$ cat src/rtl/idr_pkg.sv
package idr_pkg;
  localparam int CMD_W      = 32;
  localparam int ID_W       = 8;
  localparam int FMT_W      = 4;
  localparam int VEC_W      = 8;
  localparam int MODE_W     = 3;
  localparam int VEC_LSB    = 0;
  localparam int MODE_LSB   = 8;
  localparam int LOGDST_BIT = 11;
  localparam int LEVEL_BIT  = 14;
  localparam int TRIG_BIT   = 15;
  localparam int SH_LSB     = 18;
  localparam int DEST_LSB   = 24;
  localparam int NIB_W      = ID_W / 2;

  localparam logic [FMT_W-1:0] FMT_FLAT    = 4'hF;
  localparam logic [FMT_W-1:0] FMT_CLUSTER = 4'h0;

  typedef enum logic [1:0] {
    SH_NONE   = 2'd0,
    SH_SELF   = 2'd1,
    SH_ALL    = 2'd2,
    SH_OTHERS = 2'd3
  } shorthand_e;

  typedef enum logic [MODE_W-1:0] {
    DM_FIXED  = 3'd0,
    DM_LOWEST = 3'd1,
    DM_SMI    = 3'd2,
    DM_RSVD   = 3'd3,
    DM_NMI    = 3'd4,
    DM_INIT   = 3'd5,
    DM_START  = 3'd6,
    DM_EXT    = 3'd7
  } dmode_e;

  typedef struct packed {
    logic [VEC_W-1:0] vector;
    dmode_e           mode;
    logic             log_mode;
    logic             level;
    logic             trig;
    shorthand_e       sh;
  } cmd_t;

  function automatic cmd_t unpack_cmd(input logic [CMD_W-1:0] w);
    cmd_t c;
    c.vector   = w[VEC_LSB +: VEC_W];
    c.mode     = dmode_e'(w[MODE_LSB +: MODE_W]);
    c.log_mode = w[LOGDST_BIT];
    c.level    = w[LEVEL_BIT];
    c.trig     = w[TRIG_BIT];
    c.sh       = shorthand_e'(w[SH_LSB +: 2]);
    return c;
  endfunction

  // flat logical: any shared bit
  function automatic logic flat_hit(input logic [ID_W-1:0] dest,
                                    input logic [ID_W-1:0] ldest);
    return |(dest & ldest);
  endfunction

  // cluster logical: equal cluster nibble, overlapping member nibble
  function automatic logic cluster_hit(input logic [ID_W-1:0] dest,
                                       input logic [ID_W-1:0] ldest);
    return (dest[ID_W-1:NIB_W] == ldest[ID_W-1:NIB_W]) &&
           (|(dest[NIB_W-1:0] & ldest[NIB_W-1:0]));
  endfunction

  // INIT with level low and trigger high reloads arbitration IDs
  function automatic logic is_arb_reload(input cmd_t c);
    return (c.mode == DM_INIT) && !c.level && c.trig;
  endfunction
endpackage

$ cat src/rtl/idr_unit_match.sv
module idr_unit_match
  import idr_pkg::*;
(
  input  logic [ID_W-1:0]  dest,
  input  logic [ID_W-1:0]  id,
  input  logic [ID_W-1:0]  ldest,
  input  logic [FMT_W-1:0] fmt,
  output logic             id_hit,
  output logic             log_hit
);
  assign id_hit = (id == dest);

  always_comb begin
    case (fmt)
      FMT_FLAT:    log_hit = flat_hit(dest, ldest);
      FMT_CLUSTER: log_hit = cluster_hit(dest, ldest);
      default:     log_hit = 1'b0;
    endcase
  end
endmodule

$ cat src/rtl/idr_target_gen.sv
module idr_target_gen
  import idr_pkg::*;
#(
  parameter int N_UNITS = 8
) (
  input  shorthand_e                   sh,
  input  logic                         log_mode,
  input  logic [ID_W-1:0]              dest,
  input  logic [$clog2(N_UNITS)-1:0]   sender_idx,
  input  logic [N_UNITS*ID_W-1:0]      unit_id,
  input  logic [N_UNITS*ID_W-1:0]      unit_ldest,
  input  logic [N_UNITS*FMT_W-1:0]     unit_fmt,
  output logic [N_UNITS-1:0]           target_mask
);
  localparam int IDX_W = $clog2(N_UNITS);

  logic [N_UNITS-1:0] id_hit;
  logic [N_UNITS-1:0] log_hit;
  logic [N_UNITS-1:0] self_mask;
  logic [N_UNITS-1:0] first_id_hit;
  logic [N_UNITS-1:0] addr_mask;

  for (genvar g = 0; g < N_UNITS; g++) begin : g_unit
    idr_unit_match u_match (
      .dest    (dest),
      .id      (unit_id[g*ID_W +: ID_W]),
      .ldest   (unit_ldest[g*ID_W +: ID_W]),
      .fmt     (unit_fmt[g*FMT_W +: FMT_W]),
      .id_hit  (id_hit[g]),
      .log_hit (log_hit[g])
    );
    assign self_mask[g] = (sender_idx == IDX_W'(g));
  end

  // isolate lowest set bit of the ID matches
  assign first_id_hit = id_hit & (~id_hit + 1'b1);

  always_comb begin
    if (log_mode)               addr_mask = log_hit;
    else if (dest == '1)        addr_mask = '1;
    else                        addr_mask = first_id_hit;
  end

  always_comb begin
    case (sh)
      SH_SELF:   target_mask = self_mask;
      SH_ALL:    target_mask = '1;
      SH_OTHERS: target_mask = ~self_mask;
      default:   target_mask = addr_mask;
    endcase
  end
endmodule

$ cat src/rtl/idr_action.sv
module idr_action
  import idr_pkg::*;
#(
  parameter int N_UNITS = 8
) (
  input  cmd_t                 cmd,
  input  logic [N_UNITS-1:0]   targets,
  output logic [N_UNITS-1:0]   act_mask,
  output logic [VEC_W-1:0]     act_vector,
  output logic                 act_trig,
  output logic                 act_deliver,
  output logic                 act_startup,
  output logic                 act_arb_load
);
  logic [N_UNITS-1:0] lowest_target;
  assign lowest_target = targets & (~targets + 1'b1);

  always_comb begin
    act_mask     = '0;
    act_vector   = '0;
    act_trig     = 1'b0;
    act_deliver  = 1'b0;
    act_startup  = 1'b0;
    act_arb_load = 1'b0;
    case (cmd.mode)
      DM_FIXED, DM_EXT: begin
        act_deliver = 1'b1;
        act_mask    = targets;
        act_vector  = cmd.vector;
        act_trig    = cmd.trig;
      end
      DM_LOWEST: begin
        act_deliver = 1'b1;
        act_mask    = lowest_target;
        act_vector  = cmd.vector;
        act_trig    = cmd.trig;
      end
      DM_SMI, DM_NMI: begin
        act_deliver = 1'b1;
        act_mask    = targets;
      end
      DM_INIT: begin
        act_mask = targets;
        if (is_arb_reload(cmd)) act_arb_load = 1'b1;
        else                    act_deliver  = 1'b1;
      end
      DM_START: begin
        act_startup = 1'b1;
        act_mask    = targets;
        act_vector  = cmd.vector;
      end
      default: ;
    endcase
  end
endmodule

$ cat src/rtl/idr_resolver.sv
module idr_resolver
  import idr_pkg::*;
#(
  parameter int N_UNITS = 8
) (
  input  logic                          clk,
  input  logic                          rst_n,
  input  logic                          cmd_lo_we,
  input  logic [31:0]                   cmd_lo,
  input  logic                          cmd_hi_we,
  input  logic [31:0]                   cmd_hi,
  input  logic [$clog2(N_UNITS)-1:0]    sender_idx,
  input  logic [N_UNITS*8-1:0]          unit_id,
  input  logic [N_UNITS*8-1:0]          unit_ldest,
  input  logic [N_UNITS*4-1:0]          unit_fmt,
  output logic                          res_valid,
  output logic [N_UNITS-1:0]            res_mask,
  output logic [7:0]                    res_vector,
  output logic [2:0]                    res_mode,
  output logic                          res_trig,
  output logic                          res_deliver,
  output logic                          res_startup,
  output logic                          res_arb_load
);
  logic [ID_W-1:0]    dest_q;
  logic [ID_W-1:0]    dest_eff;
  cmd_t               cmd;
  logic [N_UNITS-1:0] target_mask;
  logic [N_UNITS-1:0] act_mask;
  logic [VEC_W-1:0]   act_vector;
  logic               act_trig;
  logic               act_deliver;
  logic               act_startup;
  logic               act_arb_load;
  logic               unused_cmd_bits;

  assign unused_cmd_bits = ^{cmd_hi[DEST_LSB-1:0], cmd_lo[31:20], cmd_lo[17:16],
                             cmd_lo[13:12]};

  always_ff @(posedge clk) begin
    if (!rst_n)         dest_q <= '0;
    else if (cmd_hi_we) dest_q <= cmd_hi[DEST_LSB +: ID_W];
  end

  // a same-cycle high write is forwarded to the command
  assign dest_eff = cmd_hi_we ? cmd_hi[DEST_LSB +: ID_W] : dest_q;
  assign cmd      = unpack_cmd(cmd_lo);

  idr_target_gen #(.N_UNITS(N_UNITS)) u_targets (
    .sh          (cmd.sh),
    .log_mode    (cmd.log_mode),
    .dest        (dest_eff),
    .sender_idx  (sender_idx),
    .unit_id     (unit_id),
    .unit_ldest  (unit_ldest),
    .unit_fmt    (unit_fmt),
    .target_mask (target_mask)
  );

  idr_action #(.N_UNITS(N_UNITS)) u_action (
    .cmd          (cmd),
    .targets      (target_mask),
    .act_mask     (act_mask),
    .act_vector   (act_vector),
    .act_trig     (act_trig),
    .act_deliver  (act_deliver),
    .act_startup  (act_startup),
    .act_arb_load (act_arb_load)
  );

  always_ff @(posedge clk) begin
    if (!rst_n || !cmd_lo_we) begin
      res_valid    <= 1'b0;
      res_mask     <= '0;
      res_vector   <= '0;
      res_mode     <= '0;
      res_trig     <= 1'b0;
      res_deliver  <= 1'b0;
      res_startup  <= 1'b0;
      res_arb_load <= 1'b0;
    end else begin
      res_valid    <= 1'b1;
      res_mask     <= act_mask;
      res_vector   <= act_vector;
      res_mode     <= cmd.mode;
      res_trig     <= act_trig;
      res_deliver  <= act_deliver;
      res_startup  <= act_startup;
      res_arb_load <= act_arb_load;
    end
  end
endmodule

$ cat config.mk
export PLATFORM = sky130hd
export DESIGN_NAME = idr_resolver
export DESIGN_NICKNAME = d
export VERILOG_FILES = /design/src/rtl/idr_pkg.sv /design/src/rtl/idr_unit_match.sv /design/src/rtl/idr_target_gen.sv /design/src/rtl/idr_action.sv /design/src/rtl/idr_resolver.sv
export SDC_FILE = /design/constraint.sdc
export NUM_CORES = 1
export LEC_CHECK = 0
export BUFFER_PORTS_ARGS = -buffer_cell sky130_fd_sc_hd__buf_4
export CAP_MARGIN = 40
export CORE_AREA = 2 2 100 102
export DETAILED_ROUTE_END_ITERATION = 7
export DIE_AREA = 0 0 102 104
export GPL_TIMING_DRIVEN = 0
export HOLD_SLACK_MARGIN = 0.02
export PLACE_DENSITY = 0.67
export SETUP_SLACK_MARGIN = 0.1
export SLEW_MARGIN = 20
export SYNTH_ARGS = -nofsm -noshare
export SYNTH_HDL_FRONTEND = slang
export SYNTH_SLANG_ARGS = --single-unit
$ cat constraint.sdc
create_clock -name clk -period 8.7 [get_ports clk]
set_clock_uncertainty 0.15 [all_clocks]
set_input_delay 1.305 -clock clk [delete_from_list [all_inputs] [get_ports clk]]
set_output_delay 1.305 -clock clk [all_outputs]
set_load 0.01 [all_outputs]
Word-level counts from Yosys, hierarchy flattened

Index checks and enable logic that the tools add are counted.

Register bits: 32
Bits of input ports: 231
Output and inout port bits: 24
Logic and storage cells: 141

Add/subtract/negate cells: 2
Equal/unequal tests: 41
Mux-type cells: 18
Bitwise operators: 24
Reductions and logical operators: 47

Operators with widths:

| operator                                                               | count |
|---|---|
| 8-bit bitwise AND                                                      | 10 |
| 8-bit equality test                                                    | 8 |
| 8-bit OR reduction                                                     | 8 |
| 4-bit OR reduction                                                     | 9 |
| 4-bit bitwise AND                                                      | 8 |
| 4-bit equality test                                                    | 8 |
| 4-bit equality test (second input constant)                            | 8 |
| 4-bit logical NOT                                                      | 8 |
| 3-bit equality test (second input constant)                            | 8 |
| 8-bit two-way mux                                                      | 3 |
| 8-bit inverter                                                         | 3 |
| 8-bit case mux with 3 select lines                                     | 1 |
| 1-bit case mux with 2 select lines                                     | 9 |
| 8-bit by 1-bit adder with 8-bit output (second input constant)         | 2 |
| 8-bit case mux with 2 select lines                                     | 1 |
| 1-bit logical AND                                                      | 10 |
| 3-bit by 2-bit equality test with 1-bit output (second input constant) | 3 |
| 8-bit equality test (second input constant)                            | 1 |
| 3-bit by 1-bit equality test with 1-bit output (second input constant) | 2 |
| 3-bit logical NOT                                                      | 2 |
| 2-bit OR reduction                                                     | 3 |
| 6-bit OR reduction                                                     | 1 |
| 5-bit OR reduction                                                     | 1 |
| 2-bit equality test (second input constant)                            | 2 |
| other kinds (6)                                                        | 13 |

Longest topological paths before layout

Gate-level depths: netlist (run 1).

Word-level depth: 12
Mapped depth: 14

Cells and area by module

From an unflattened synthesis (run 1), not the netlist that was laid out.

Cell total of the unflattened synthesis: 370
Area total of the unflattened synthesis: 3310.7 µm²

Modules (own cells, without submodules):

| module         | instances | cells each | area an instance (µm²) |
|---|---|---|---|
| idr_unit_match | 8         | 24         | 195.2 |
| idr_resolver   | 1         | 78         | 993.5 |
| idr_target_gen | 1         | 57         | 454.2 |
| idr_action     | 1         | 43         | 301.5 |

Worst setup path before layout (run 1)

No wires, ideal clock.

Path kind: input port to flip-flop
Start: input cmd_hi_we
End: register res_mask[7]
Library setup time: 0.086 ns
Data arrival time: 4.394 ns
Data required time: 8.464 ns
Setup slack: 4.071 ns
Stages: 14
Cells stage by stage: buf_6 > buf_6 > mux2i_4 > inv_1 > ha_1 > or4_1 > a222oi_1 > a21oi_1 > o21ai_0 > o21ai_0 > o21ba_1 > nor2b_1 > nand3b_1 > a211oi_1

Word-level cells in the longest chain between the ends: 12
Elaborated cells between the ends (all ways): 76
Those cells by class: 2 x add/sub; 17 x eq/ne; 13 x mux; 20 x bitwise; 24 x reduce/logical

Ends and longest elaborated chain:

| what                                   | RTL line             | text |
|---|---|---|
| start, declared                        | idr_resolver.sv:10   | `input logic cmd_hi_we,` |
| 8-bit two-way mux *                    | --                   |  |
| net dest_eff[5]                        | idr_resolver.sv:26   | `logic [ID_W-1:0] dest_eff;` |
| 8-bit equality test                    | idr_unit_match.sv:11 | `assign id_hit = (id == dest);` |
| 8-bit inverter                         | idr_target_gen.sv:36 | `assign first_id_hit = id_hit & (~id_hit + 1'b1);` |
| 8-bit by 1-bit adder with 8-bit output | idr_target_gen.sv:36 |  |
| 8-bit bitwise AND                      | idr_target_gen.sv:36 |  |
| 8-bit two-way mux                      | idr_target_gen.sv:40 | `else if (dest == '1) addr_mask = '1;` |
| 8-bit two-way mux *                    | idr_target_gen.sv:39 | `if (log_mode) addr_mask = log_hit;` |
| 8-bit case mux with 3 select lines *   | idr_target_gen.sv:45 | `case (sh)` |
| 8-bit inverter                         | idr_action.sv:16     | `assign lowest_target = targets & (~targets + 1'b1);` |
| 8-bit by 1-bit adder with 8-bit output | idr_action.sv:16     |  |
| 8-bit bitwise AND                      | idr_action.sv:16     |  |
| 8-bit case mux with 2 select lines *   | idr_action.sv:25     | `case (cmd.mode)` |
| end signal, assigned                   | idr_resolver.sv:83   | `res_mask <= act_mask;` |
| end, declared                          | idr_resolver.sv:17   | `output logic [N_UNITS-1:0] res_mask,` |

The timed path passes the listed nets; every way through them passes the cells marked *.
A chain may end at the register's enable or synchronous reset.

Worst setup path in the final report (run 1)

Ends and elaborated chain as after synthesis.

==> parameters.txt, run 1 <==
Parameter                              Value

Synthesis
  Yosys Warn Count ... 0
  Seq/Total Area, Yosys ... 0.200
  Netlist Area Pre-Place ... approximately 0.0032 sq mm
  Area leader, netlist ... sky130_fd_sc_hd__dfxtp_1
  Distinct cell type count after synthesis ... 48
  Avg Cell Area, Syn ... roughly 9 sq um
  Post-synth ARST share ... 0
  Most common flop cell mapped by yosys ... sky130_fd_sc_hd__dfxtp_1
  Leading cell type by number of instances after synthesis ... sky130_fd_sc_hd__xnor2_1
  Cells after synthesis ... about 360
  Number of enable flip-flop cells after synthesis ... 0
  Most area-consuming cells after synthesis ... sky130_fd_sc_hd__dfxtp_1 20%, sky130_fd_sc_hd__xnor2_1 16%, sky130_fd_sc_hd__ha_1 12%
  Synth Register Bits ... 32
  Area share of the largest cell type after synthesis ... 0.200
  List of most frequent post-synthesis cells ... 57 x sky130_fd_sc_hd__xnor2_1, 32 x sky130_fd_sc_hd__dfxtp_1, 32 x sky130_fd_sc_hd__ha_1, 31 x sky130_fd_sc_hd__nor4_1, 24 x sky130_fd_sc_hd__nand2_1
  Syn Nets ... roughly 620

Clock network
  Clock transition at the registers of the reported paths ... ~60 ps
  Clk root buf ... sky130_fd_sc_hd__clkbuf_8
  H-tree level count ... 2
  Number of gates resized after CTS ... 0
  Count of hold buffers inserted by post-cts repair ... 0
  TritonCTS clock tree ... yes
  Number of post-CTS setup repair buffers ... 0
  Source-to-sink clock delay at the later pin of the worst-skew pair ... roughly 270 ps
  Clock buffers created by TritonCTS ... 5
  Num Clock Sinks ... 32
  Clock buffer depth ... 2

Die
  Starting Density ... 0.336
  Top Ports ... approximately 260
  Die Y ... around 100 microns
  Row cnt ... 36
  Area of the placeable core ... ~0.0095 sq mm
  Total die area ... about 0.011 sq mm
  Chip Width ... about 100 microns

Power and ir drop
  Share of total power consumed by net switching ... 0.307
  Static leakage power ... between 2 and 2.5 nW
  Worst voltage drop across the vdd grid ... 0.0000552 V
  Clk network pwr share ... 0.233
  Power dissipated by switching net loads ... between 0.1 and 0.15 mW
  Sequential group share of total power ... 0.323
  Pint ... ~0.34 mW
  Power per Cell Area ... ~96 mW/mm^2
  Comb power frac ... 0.444

Detailed routing
  DRC Markers ... 0
  Vias ... 3622
  DR iter-0 viols ... 118
  Routed via count divided by cell count ... approximately 5.1
  Routed len/inst ... 16.6 microns
  Final Routed Wirelength ... roughly 12000 microns
  Number of search-and-repair iterations in the first detailed-routing pass ... 4
  Remaining number of nets flagged by the antenna check after routing ... 0

Place
  Placed Instances ... 706
  Port Buffers ... 212
  Routability cong. ... ~0.86
  Half-perimeter wire length of the detailed placement result ... 10100 microns

Timing
  Accumulated negative setup slack ... 0 ps
  Slew at the pin closest to its max-slew limit ... between 600 and 700 ps
  Minimum period implied by the final worst setup slack ... 5050 ps
  Hold slack ... 554 ps
  Ratio of final minimum period to clock period ... 0.581
  Max-slew violations ... 0
  Relative slew slack ... 0.569
  Count of endpoints failing setup in the final report ... 0
  Maximum operating frequency ... ~0.20 GHz
  Final Hold Violating Endpoints ... 0
  Setup repair after global routing missed its margin ... false

Cells and area
  Fraction of layout instances using a drive strength above 1 ... 0.411
  Diode insertion count for antenna repair ... 0
  FF/Latch Area ... ~640 sq um
  FILL cells ... 930
  # nets final ... 843
  Area of combinational cells with multiple inputs ... 0.00249 sq mm
  Relative area change from synthesis to final layout ... 57.7%
  Post-layout instance count excluding filler cells ... ~710

Run
  Max-capacitance violation count ... 0

Global route
  Number of global-route vias before repair ... roughly 3800
  Global-route wire length before repair ... approximately 18000 microns
  Initial antenna violation count ... 0
  GRT Total Usage ... 0.215
  Largest net degree at the start of global routing ... 11
  Total overflow reported by the global router ... 0

Critical path
  Critical Path RT ... between 8000 and 9000 ps
  CP endpoint kind ... register
  Endpoint of the worst register-to-register path ... res_mask[7]
  Source of the critical timing path ... cmd_hi_we
  Startpoint of the worst-slack reg-to-reg timing path ... dest_q[4]
  Crit path launch type ... input pin
  Crit path arrival time ... 5090 ps
  Reg-to-reg setup timing slack ... between 4000 and 5000 ps
  FF-to-FF path depth ... 12
  Crit Path Category ... input pin to register
  Largest driver fanout on the critical path ... 10
  Setup crit end ... res_mask[7]

Status
  Result of the run ... complete, no violations

Worst hold path
  Min-delay worst type ... register to register
[critical path, cell delays in order]
cell and delay [ps]:
sky130_fd_sc_hd__buf_6 140, sky130_fd_sc_hd__buf_6 190, sky130_fd_sc_hd__mux2i_4 540, sky130_fd_sc_hd__inv_1 340
sky130_fd_sc_hd__ha_1 270, sky130_fd_sc_hd__or4_1 520, sky130_fd_sc_hd__a222oi_1 310, sky130_fd_sc_hd__a21oi_1 140
sky130_fd_sc_hd__o21ai_0 260, sky130_fd_sc_hd__o21ai_0 110, sky130_fd_sc_hd__o21ba_1 300, sky130_fd_sc_hd__nor2b_1 300
sky130_fd_sc_hd__nand3b_1 120, sky130_fd_sc_hd__a211oi_1 240
[sequential cells by signal (all words and copies together), names as in the netlist, 3 cells and up]
name	count
dest_q	8
res_vector	8
res_mask	8
res_mode	3
[final cells by class]
class	count	area share
inverter	8	0.00593
timing repair buffer	212	0.315
tap	133	0.0329
sequential	32	0.127
buffer	8	0.00915
clock buffer	6	0.0163
multi-input combinational	313	0.493
clock inverter	2	0.00198
[cell families (layout without fill, tap and decap cells)]
group,Yosys count,after routing,synth area share
fa+ha+maj,32,32,0.125
compound gates,63,63,0.138
xor+xnor,72,72,0.196
buf+inv,16,236,0.0238
simple gates,135,135,0.254
mux,11,11,0.0632
flops,32,32,0.200
[cell usage in the layout (no fill, tap or decap), drive strengths merged, types with 8 or more instances in the layout]
| cell type | netlist | routed |
|---|---|---|
| clkbuf | 5 | 11 |
| dfxtp | 32 | 32 |
| ha | 32 | 32 |
| inv | 8 | 8 |
| a21oi | 13 | 13 |
| nand2 | 24 | 24 |
| xor2 | 15 | 15 |
| nor2b | 8 | 8 |
| buf | 3 | 215 |
| nor2 | 10 | 10 |
| nor4 | 33 | 33 |
| nand3 | 8 | 8 |
| xnor2 | 57 | 57 |
| o21ai | 16 | 16 |
| and2 | 13 | 13 |
[per-layer routing]
metal  wire length [microns]  part of all wire  vias to the layer above  track usage
li1                        -                 -                     1800            -
met1                    4690              0.40                     1655        0.244
met2                    6120              0.52                      155        0.400
met3                     884             0.075                       12       0.0403
met4                     160             0.013                        0       0.0571
met5                       0                 0                        -            0
[per-stage QoR]
| stage | area, sq um | utilization | worst slack [ps] | total power [mW] |
|---|---|---|---|---|
| final | 5060 | 0.530 | 3650 | 0.485 |
| after floorplan | 3210 | - | 4070 | 0.267 |
| after detailed placement | 4970 | 0.520 | 3380 | 0.376 |
| after global routing | 5060 | 0.530 | 3380 | 0.517 |
| after CTS | 5060 | 0.530 | 3660 | 0.490 |
| after global placement | 4970 | 0.520 | 3380 | 0.371 |
[power groups by stage]
stage	registers [mW]	clock network (mW)	logic (mW)
floorplan	0.162	0	0.105
global placement	0.160	0	0.211
detailed placement	0.160	0	0.216
CTS	0.157	0.116	0.217
global route	0.157	0.123	0.237
finish	0.157	0.113	0.215
[how the worst min path moves through the flow]
stage | from | endpoint | slack, ps | cells after the start
4_1_cts | dest_q[6] | dest_q[6] | 560 | 2
5_1_grt | dest_q[7] | dest_q[7] | 580 | 2
3_5_place_dp | dest_q[6] | dest_q[6] | 540 | 2
2_1_floorplan | dest_q[7] | dest_q[7] | 470 | 2
6_report | dest_q[6] | dest_q[6] | 550 | 2
3_3_place_gp | dest_q[7] | dest_q[7] | 540 | 2
No activity file was read; power rests on OpenSTA's default activity.
==> inputs of run 2 (changes only) <==
--- a/config.mk
+++ b/config.mk
@@ -7,12 +7,12 @@
 export LEC_CHECK = 0
 export BUFFER_PORTS_ARGS = -buffer_cell sky130_fd_sc_hd__buf_4
 export CAP_MARGIN = 40
-export CORE_AREA = 2 2 100 102
+export CORE_AREA = 2 2 99 101
 export DETAILED_ROUTE_END_ITERATION = 7
-export DIE_AREA = 0 0 102 104
+export DIE_AREA = 0 0 101 103
 export GPL_TIMING_DRIVEN = 0
 export HOLD_SLACK_MARGIN = 0.02
-export PLACE_DENSITY = 0.67
+export PLACE_DENSITY = 0.68
 export SETUP_SLACK_MARGIN = 0.1
 export SLEW_MARGIN = 20
 export SYNTH_ARGS = -nofsm -noshare
==> constraint.sdc (replaced) <==
create_clock -name clk -period 5.3 [get_ports clk]
set_clock_uncertainty 0.15 [all_clocks]
set_input_delay 0.795 -clock clk [delete_from_list [all_inputs] [get_ports clk]]
set_output_delay 0.795 -clock clk [all_outputs]
set_load 0.01 [all_outputs]
==> run 2 against run 1 <==
Effect of this change:
- via count grew 0.25%
- critical path type unchanged
- count of clock-buffer cells in the layout stayed put
- critical endpoint unchanged
- combinational power grew 64%
==> parameters.txt, run 2 (synthesis results as in run 1) <==
Parameter                              Value

Timing
  Maximum operating frequency ... approximately 0.22 GHz
  Relative slew slack ... 0.587 (+0.0181)
  Final Hold Violating Endpoints ... 0 (unchanged)
  Slew at the pin closest to its max-slew limit ... 619 ps (-27.2 ps)
  Setup slack after layout ... 683 ps (-2970 ps)
  Count of endpoints failing setup in the final report ... 0 (unchanged)
  Minimum period implied by the final worst setup slack ... about 4600 ps
  Accumulated negative setup slack ... 0 ps (unchanged)
  Ratio of final minimum period to clock period ... 0.871
  Hold slack ... 557 ps (+3.45 ps)
  Max-slew violations ... 0 (unchanged)
  Setup repair after global routing missed its margin ... false

Power and ir drop
  Static leakage power ... 2.29 nW (+0.18%)
  Post-layout power ... 0.832 mW (+72%)
  Power per Cell Area ... 165 mW/mm^2 (+72%)
  Worst voltage drop across the vdd grid ... 0.000145 V (+160%)

Critical path
  Crit path launch type ... input pin
  CP endpoint kind ... register
  Crit path arrival time ... 4650 ps (-440 ps)
  Critical Path RT ... 5340 ps (-3400 ps)
  Largest driver fanout on the critical path ... 10 (unchanged)
  Crit Path Category ... input pin to register
  FF-to-FF path depth ... 12 (unchanged)

Cells and area
  Post-layout utilization of the core ... 0.534 (+0.00412)
  FILL cells ... 902 (-3.0%)
  # nets final ... 843 (unchanged)
  Fraction of layout instances using a drive strength above 1 ... 0.410 (-0.00172)
  Post-layout instance count excluding filler cells ... 695 (-2.7%)
  FF/Latch Area ... 641 sq um (unchanged)
  Area of combinational cells with multiple inputs ... 0.00249 sq mm (unchanged)
  Final Cell Area ... 0.00505 sq mm (-0.17%)
  Most common cell after layout, fill and taps aside ... sky130_fd_sc_hd__buf_4
  Top flop regs ... dest_q x8, res_mask x8, res_vector x8
  Most frequent cells in the layout ... 212 x sky130_fd_sc_hd__buf_4, 57 x sky130_fd_sc_hd__xnor2_1, 32 x sky130_fd_sc_hd__ha_1, 32 x sky130_fd_sc_hd__dfxtp_1, 31 x sky130_fd_sc_hd__nor4_1
  Diode insertion count for antenna repair ... 0 (unchanged)
  Relative area change from synthesis to final layout ... 57.4%

Detailed routing
  Vias ... 3631 (+0.25%)
  Final Routed Wirelength ... 11600 microns (-2.0%)
  Number of search-and-repair iterations in the first detailed-routing pass ... 4 (unchanged)
  Routed len/inst ... 16.7 microns (+0.70%)
  DR iter-0 viols ... 95 (-19%)
  Routed via count divided by cell count ... 5.22 (+3.0%)
  DRC Markers ... 0 (unchanged)
  Remaining number of nets flagged by the antenna check after routing ... 0 (unchanged)

Worst hold path
  Worst Hold Depth ... 2 (unchanged)
  Min-delay worst type ... register to register

Place
  Routability cong. ... 0.857 (-0.86%)
  Placed Instances ... 687 (-2.7%)
  Area of placed instances ... 0.00494 sq mm (-0.48%)
  Half-perimeter wire length of the detailed placement result ... 9770 microns (-3.1%)
  Place WS ... 411 ps (-2970 ps)
  Port Buffers ... 212 (unchanged)

Die
  Top Ports ... 255 (unchanged)
  Starting Density ... 0.339 (+0.00320)
  Area of the placeable core ... 0.00946 sq mm (-0.94%)
  Row cnt ... 36 (unchanged)
  Die Y ... 103 microns (-0.96%)
  Total die area ... 0.0104 sq mm (-1.9%)
  Chip Width ... 101 microns (-0.98%)

Clock network
  Number of gates resized after CTS ... 0 (unchanged)
  Count of hold buffers inserted by post-cts repair ... 0 (unchanged)
  Number of post-CTS setup repair buffers ... 0 (unchanged)
  Clock transition at the registers of the reported paths ... 60 ps (about the same)
  TritonCTS clock tree ... yes
  Clock buffer depth ... 2 (unchanged)
  Clk root buf ... sky130_fd_sc_hd__clkbuf_8
  Clock buffers created by TritonCTS ... 5 (unchanged)
  Source-to-sink clock delay at the later pin of the worst-skew pair ... 270 ps (about the same)
  H-tree level count ... 2 (unchanged)
  Num Clock Sinks ... 32 (unchanged)

Global route
  Initial antenna violation count ... 0 (unchanged)
  GRT Total Usage ... 0.222 (+0.00726)
  Global-route wire length before repair ... 18100 microns (+0.69%)
  Number of global-route vias before repair ... 3858 (+2.1%)
  Largest net degree at the start of global routing ... 11 (unchanged)
  Total overflow reported by the global router ... 0 (unchanged)

Status
  Result of the run ... complete, no violations

Run
  Max-capacitance violation count ... 0 (unchanged)
[run 2: cell types whose count changed in the layout (fill, tap and decap cells not counted)]
cell,previous run,this run
sky130_fd_sc_hd__clkbuf_8,6,5
sky130_fd_sc_hd__clkbuf_1,5,6
sky130_fd_sc_hd__bufinv_16,0,1
sky130_fd_sc_hd__clkinv_2,2,1
[run 2: routing by layer]
layer  vias to the layer above  wire [microns]  global-route usage
met2                       157            5880               0.417
met4                         0             231              0.0707
met3                        19             793              0.0447
li1                       1796               -                   -
met1                      1659            4730               0.252
met5                         -               0                   0
[run 2: power by group]
part           internal (mW)  switching, mW  total, mW
Sequential             0.251        0.00549      0.257
Clock                  0.139         0.0837      0.223
Combinational          0.196          0.156      0.352
Total                  0.587          0.246      0.832
[run 2: path summary, 6_finish.rpt]
check | startpoint | end | slack, ps
worst max-delay path | cmd_hi_we | res_mask[7] | 680
worst min-delay path | dest_q[7] | dest_q[7] | 560
worst max register to register | dest_q[5] | res_mask[7] | 1280
worst min register to register | dest_q[7] | dest_q[7] | 560
[run 2: cell type report]
cell class / instances / area share
Inverter: 8 / 0.00595
Tap cell: 114 / 0.0282
Clock inverter: 2 / 0.00694
Timing Repair Buffer: 212 / 0.315
Buffer: 8 / 0.00917
Clock buffer: 6 / 0.0144
Multi-Input combinational cell: 313 / 0.493
Sequential cell: 32 / 0.127
[run 2: worst max-delay path, stage by stage]
cell                       delay (ps)
sky130_fd_sc_hd__buf_6            140
sky130_fd_sc_hd__buf_6            190
sky130_fd_sc_hd__mux2i_4          560
sky130_fd_sc_hd__inv_1            350
sky130_fd_sc_hd__ha_1             270
sky130_fd_sc_hd__or4_1            520
sky130_fd_sc_hd__a222oi_1         320
sky130_fd_sc_hd__a21oi_1          150
sky130_fd_sc_hd__o21ai_0          290
sky130_fd_sc_hd__o21ai_0          110
sky130_fd_sc_hd__o21ba_1          290
sky130_fd_sc_hd__nor2b_1          290
sky130_fd_sc_hd__nand3b_1         120
sky130_fd_sc_hd__a211oi_1         240
==> inputs of run 3 (changes only) <==
--- a/config.mk
+++ b/config.mk
@@ -12,9 +12,10 @@
 export DIE_AREA = 0 0 101 103
 export GPL_TIMING_DRIVEN = 0
 export HOLD_SLACK_MARGIN = 0.02
-export PLACE_DENSITY = 0.68
+export PLACE_DENSITY = 0.69
 export SETUP_SLACK_MARGIN = 0.1
 export SLEW_MARGIN = 20
 export SYNTH_ARGS = -nofsm -noshare
 export SYNTH_HDL_FRONTEND = slang
+export SYNTH_HIERARCHICAL = 1
 export SYNTH_SLANG_ARGS = --single-unit
==> run 3 against run 2 <==
Effect of this change:
- flip-flop and latch count stayed put
- maximum frequency rose by 37%
- die area stayed put
- utilization up 0.83 points
- combinational power up 4%
- power decreased by 2.7%
- synthesized cell count up 2.5%
- sequential power is essentially flat
- count of clock-buffer cells in the layout did not move
- largest power group unchanged
- worst setup slack improved by 1300 ps
- largest cell class unchanged
==> parameters.txt, run 3 <==
Parameter                              Value

Status
  Result of the run ... complete, no violations

Worst hold path
  Hold wc startpoint ... cmd_lo[10]
  Worst Hold Depth ... 2 (unchanged)
  Hold path endpoint ... res_mode[2]
  Min-delay worst type ... input pin to register

Critical path
  Reg-to-reg setup timing slack ... 2330 ps (+1050 ps)
  Critical Path RT ... 5380 ps (+40 ps)
  FF-to-FF path depth ... 11 (-1)
  Crit path arrival time ... 3440 ps (-1210 ps)
  Crit path launch type ... input pin
  Startpoint of the worst-slack reg-to-reg timing path ... dest_q[4]
  Endpoint of the worst register-to-register path ... res_mask[7]
  Largest driver fanout on the critical path ... 18 (+8)
  Crit Path Category ... input pin to register
  CP endpoint kind ... register

Synthesis
  Seq/Total Area, Yosys ... 0.193 (-0.00611)
  Post-synth ARST share ... 0 (unchanged)
  Area leader, netlist ... sky130_fd_sc_hd__dfxtp_1
  Netlist Area Pre-Place ... 0.00331 sq mm (+3.2%)
  Avg Cell Area, Syn ... 8.95 sq um (+0.65%)
  Most common flop cell mapped by yosys ... sky130_fd_sc_hd__dfxtp_1
  Number of enable flip-flop cells after synthesis ... 0 (unchanged)
  Leading cell type by number of instances after synthesis ... sky130_fd_sc_hd__xnor2_1
  Distinct cell type count after synthesis ... 47 (-2.1%)
  Syn Nets ... 633 (+1.4%)
  Cells after synthesis ... 370 (+2.5%)
  Synth Register Bits ... 32 (unchanged)
  Most area-consuming cells after synthesis ... sky130_fd_sc_hd__dfxtp_1 19%, sky130_fd_sc_hd__xnor2_1 18%, sky130_fd_sc_hd__ha_1 12%
  Area share of the largest cell type after synthesis ... 0.193 (-0.00611)
  Yosys Warn Count ... 6 (+6)
  List of most frequent post-synthesis cells ... 68 x sky130_fd_sc_hd__xnor2_1, 32 x sky130_fd_sc_hd__dfxtp_1, 32 x sky130_fd_sc_hd__ha_1, 25 x sky130_fd_sc_hd__nand4_1, 24 x sky130_fd_sc_hd__nor4_1

Power and ir drop
  Power per Cell Area ... 158 mW/mm^2 (-4.2%)
  Worst voltage drop across the vdd grid ... 0.0000888 V (-39%)
  Static leakage power ... 2.36 nW (+3.0%)
  Post-layout power ... 0.810 mW (-2.7%)

Cells and area
  Post-layout instance count excluding filler cells ... 703 (+1.2%)
  # nets final ... 851 (+0.95%)
  Most frequent cells in the layout ... 211 x sky130_fd_sc_hd__buf_4, 68 x sky130_fd_sc_hd__xnor2_1, 32 x sky130_fd_sc_hd__dfxtp_1, 32 x sky130_fd_sc_hd__ha_1, 25 x sky130_fd_sc_hd__nand4_1
  Relative area change from synthesis to final layout ... 55.0%
  FILL cells ... 879 (-2.5%)
  Diode insertion count for antenna repair ... 0 (unchanged)
  Most common cell after layout, fill and taps aside ... sky130_fd_sc_hd__buf_4
  Fraction of layout instances using a drive strength above 1 ... 0.423 (+0.0131)
  Area of combinational cells with multiple inputs ... 0.00256 sq mm (+2.9%)
  FF/Latch Area ... 641 sq um (unchanged)
  Top flop regs ... dest_q x8, res_mask x8, res_vector x8

Global route
  Total overflow reported by the global router ... 0 (unchanged)
  Busiest metal layer after global routing ... met2
  GRT met2 Usage ... 0.398 (-0.0195)
  GRT Total Usage ... 0.214 (-0.00850)
  Number of global-route vias before repair ... 3710 (-3.8%)
  Initial antenna violation count ... 0 (unchanged)
  Met3 GRT Util ... 0.0305 (-0.0142)
  Largest net degree at the start of global routing ... 19 (+8)
  Global routing met1 resource utilization ... 0.255 (+0.00368)
  Global-route wire length before repair ... 17600 microns (-2.8%)

Die
  Die Y ... 103 microns (unchanged)
  Total die area ... 0.0104 sq mm (unchanged)
  Row cnt ... 36 (unchanged)
  Top Ports ... 255 (unchanged)
  Chip Width ... 101 microns (unchanged)
  Area of the placeable core ... 0.00946 sq mm (unchanged)
  Starting Density ... 0.350 (+0.0107)

Clock network
  Clk root buf ... sky130_fd_sc_hd__clkbuf_8
  Clock buffer depth ... 2 (unchanged)
  TritonCTS clock tree ... yes
  Clock buffers created by TritonCTS ... 5 (unchanged)
  Clock transition at the registers of the reported paths ... 60 ps (about the same)
  Count of hold buffers inserted by post-cts repair ... 0 (unchanged)
  Number of gates resized after CTS ... 0 (unchanged)
  H-tree level count ... 2 (unchanged)
  Number of post-CTS setup repair buffers ... 0 (unchanged)
  Num Clock Sinks ... 32 (unchanged)
  Source-to-sink clock delay at the later pin of the worst-skew pair ... 280 ps (about the same)

Run
  Max-capacitance violation count ... 0 (unchanged)

Detailed routing
  Vias ... 3686 (+1.5%)
  DR iter-0 viols ... 106 (+12%)
  DRC Markers ... 0 (unchanged)
  Final Routed Wirelength ... 11400 microns (-1.7%)
  Routed len/inst ... 16.3 microns (-2.8%)
  Routed via count divided by cell count ... 5.24 (+0.36%)
  Remaining number of nets flagged by the antenna check after routing ... 0 (unchanged)
  Number of search-and-repair iterations in the first detailed-routing pass ... 4 (unchanged)

Timing
  Slew at the pin closest to its max-slew limit ... 512 ps (-107 ps)
  Max-slew violations ... 0 (unchanged)
  Minimum period implied by the final worst setup slack ... 3360 ps (-1260 ps)
  Final Hold Violating Endpoints ... 0 (unchanged)
  Hold slack ... 611 ps (+53.8 ps)
  Relative slew slack ... 0.657 (+0.0698)
  Setup repair after global routing missed its margin ... false
  Accumulated negative setup slack ... 0 ps (unchanged)
  Count of endpoints failing setup in the final report ... 0 (unchanged)
  Maximum operating frequency ... 0.298 GHz (+37%)
  Ratio of final minimum period to clock period ... 0.634 (-0.237)

Place
  Port Buffers ... 211 (-0.47%)
  Routability cong. ... 0.806 (-6.0%)
  Placed Instances ... 695 (+1.2%)
  Half-perimeter wire length of the detailed placement result ... 8930 microns (-8.6%)
[run 3: changes by cell type after synthesis, moves of 9 or more]
cell	before	now
sky130_fd_sc_hd__xor2_1	15	5
sky130_fd_sc_hd__a22oi_1	7	16
sky130_fd_sc_hd__and3_1	5	23
sky130_fd_sc_hd__nand2_1	24	10
sky130_fd_sc_hd__xnor2_1	57	68
sky130_fd_sc_hd__nand4_1	4	25
[run 3: cell type report]
class                   instances  area share
repair buffers                211       0.309
multi-input cells             322       0.500
well taps                     114      0.0278
clock inverters                 2     0.00195
inverters                       4     0.00293
flip-flops and latches         32       0.125
clock buffers                   6      0.0161
plain buffers                  12      0.0178
[run 3: per-stage QoR]
stage / setup slack (ps) / util / instance area, sq um
final: 1940 / 0.542 / 5130
after global routing: 1670 / 0.542 / 5130
after CTS: 1930 / 0.542 / 5130
after detailed placement: 1650 / 0.533 / 5040
after global placement: 1690 / 0.533 / 5040
after floorplan: 2130 / - / 3310
[run 3: worst max-delay path by stage]
stage | slack, ps | endpoint | start
4_1_cts | 1930 | res_mask[7] | cmd_hi_we
3_5_place_dp | 1650 | res_mask[7] | cmd_hi_we
3_3_place_gp | 1690 | res_mask[7] | cmd_hi_we
6_report | 1940 | res_mask[7] | cmd_hi_we
2_1_floorplan | 2130 | res_mask[7] | cmd_hi_we
5_1_grt | 1670 | res_mask[7] | cmd_hi_we
[run 3: per-layer routing]
metal | vias to the layer above | share of wire
met3 | 22 | 0.062
met5 | - | 0
met2 | 151 | 0.49
met1 | 1680 | 0.42
li1 | 1833 | -
met4 | 0 | 0.018
[run 3: cells by family after synthesis]
family          count (synthesis)  share of synthesized area
simple gates                  141                      0.278
mux                             8                     0.0363
fa+ha+maj                      32                      0.121
buf+inv                        16                     0.0321
xor+xnor                       74                      0.198
flops                          32                      0.193
compound gates                 67                      0.141
[run 3: power by group]
part	leakage, nW	total (mW)	internal, mW	switching [mW]
Combinational	2.05	0.366	0.205	0.161
Clock	0.0510	0.190	0.103	0.0866
Sequential	0.262	0.254	0.251	0.00265
Total	2.36	0.810	0.560	0.250
[run 3: worst max-delay path, cell delays in order]
cell	delay, ps
sky130_fd_sc_hd__buf_6	130
sky130_fd_sc_hd__mux2_4	450
sky130_fd_sc_hd__xnor2_1	210
sky130_fd_sc_hd__nand4_1	120
sky130_fd_sc_hd__nor2_1	420
sky130_fd_sc_hd__nor3_1	90
sky130_fd_sc_hd__a221oi_1	310
sky130_fd_sc_hd__o21ai_1	180
sky130_fd_sc_hd__nor3_1	270
sky130_fd_sc_hd__a21oi_1	120
sky130_fd_sc_hd__nor3b_2	180
sky130_fd_sc_hd__and3_1	160
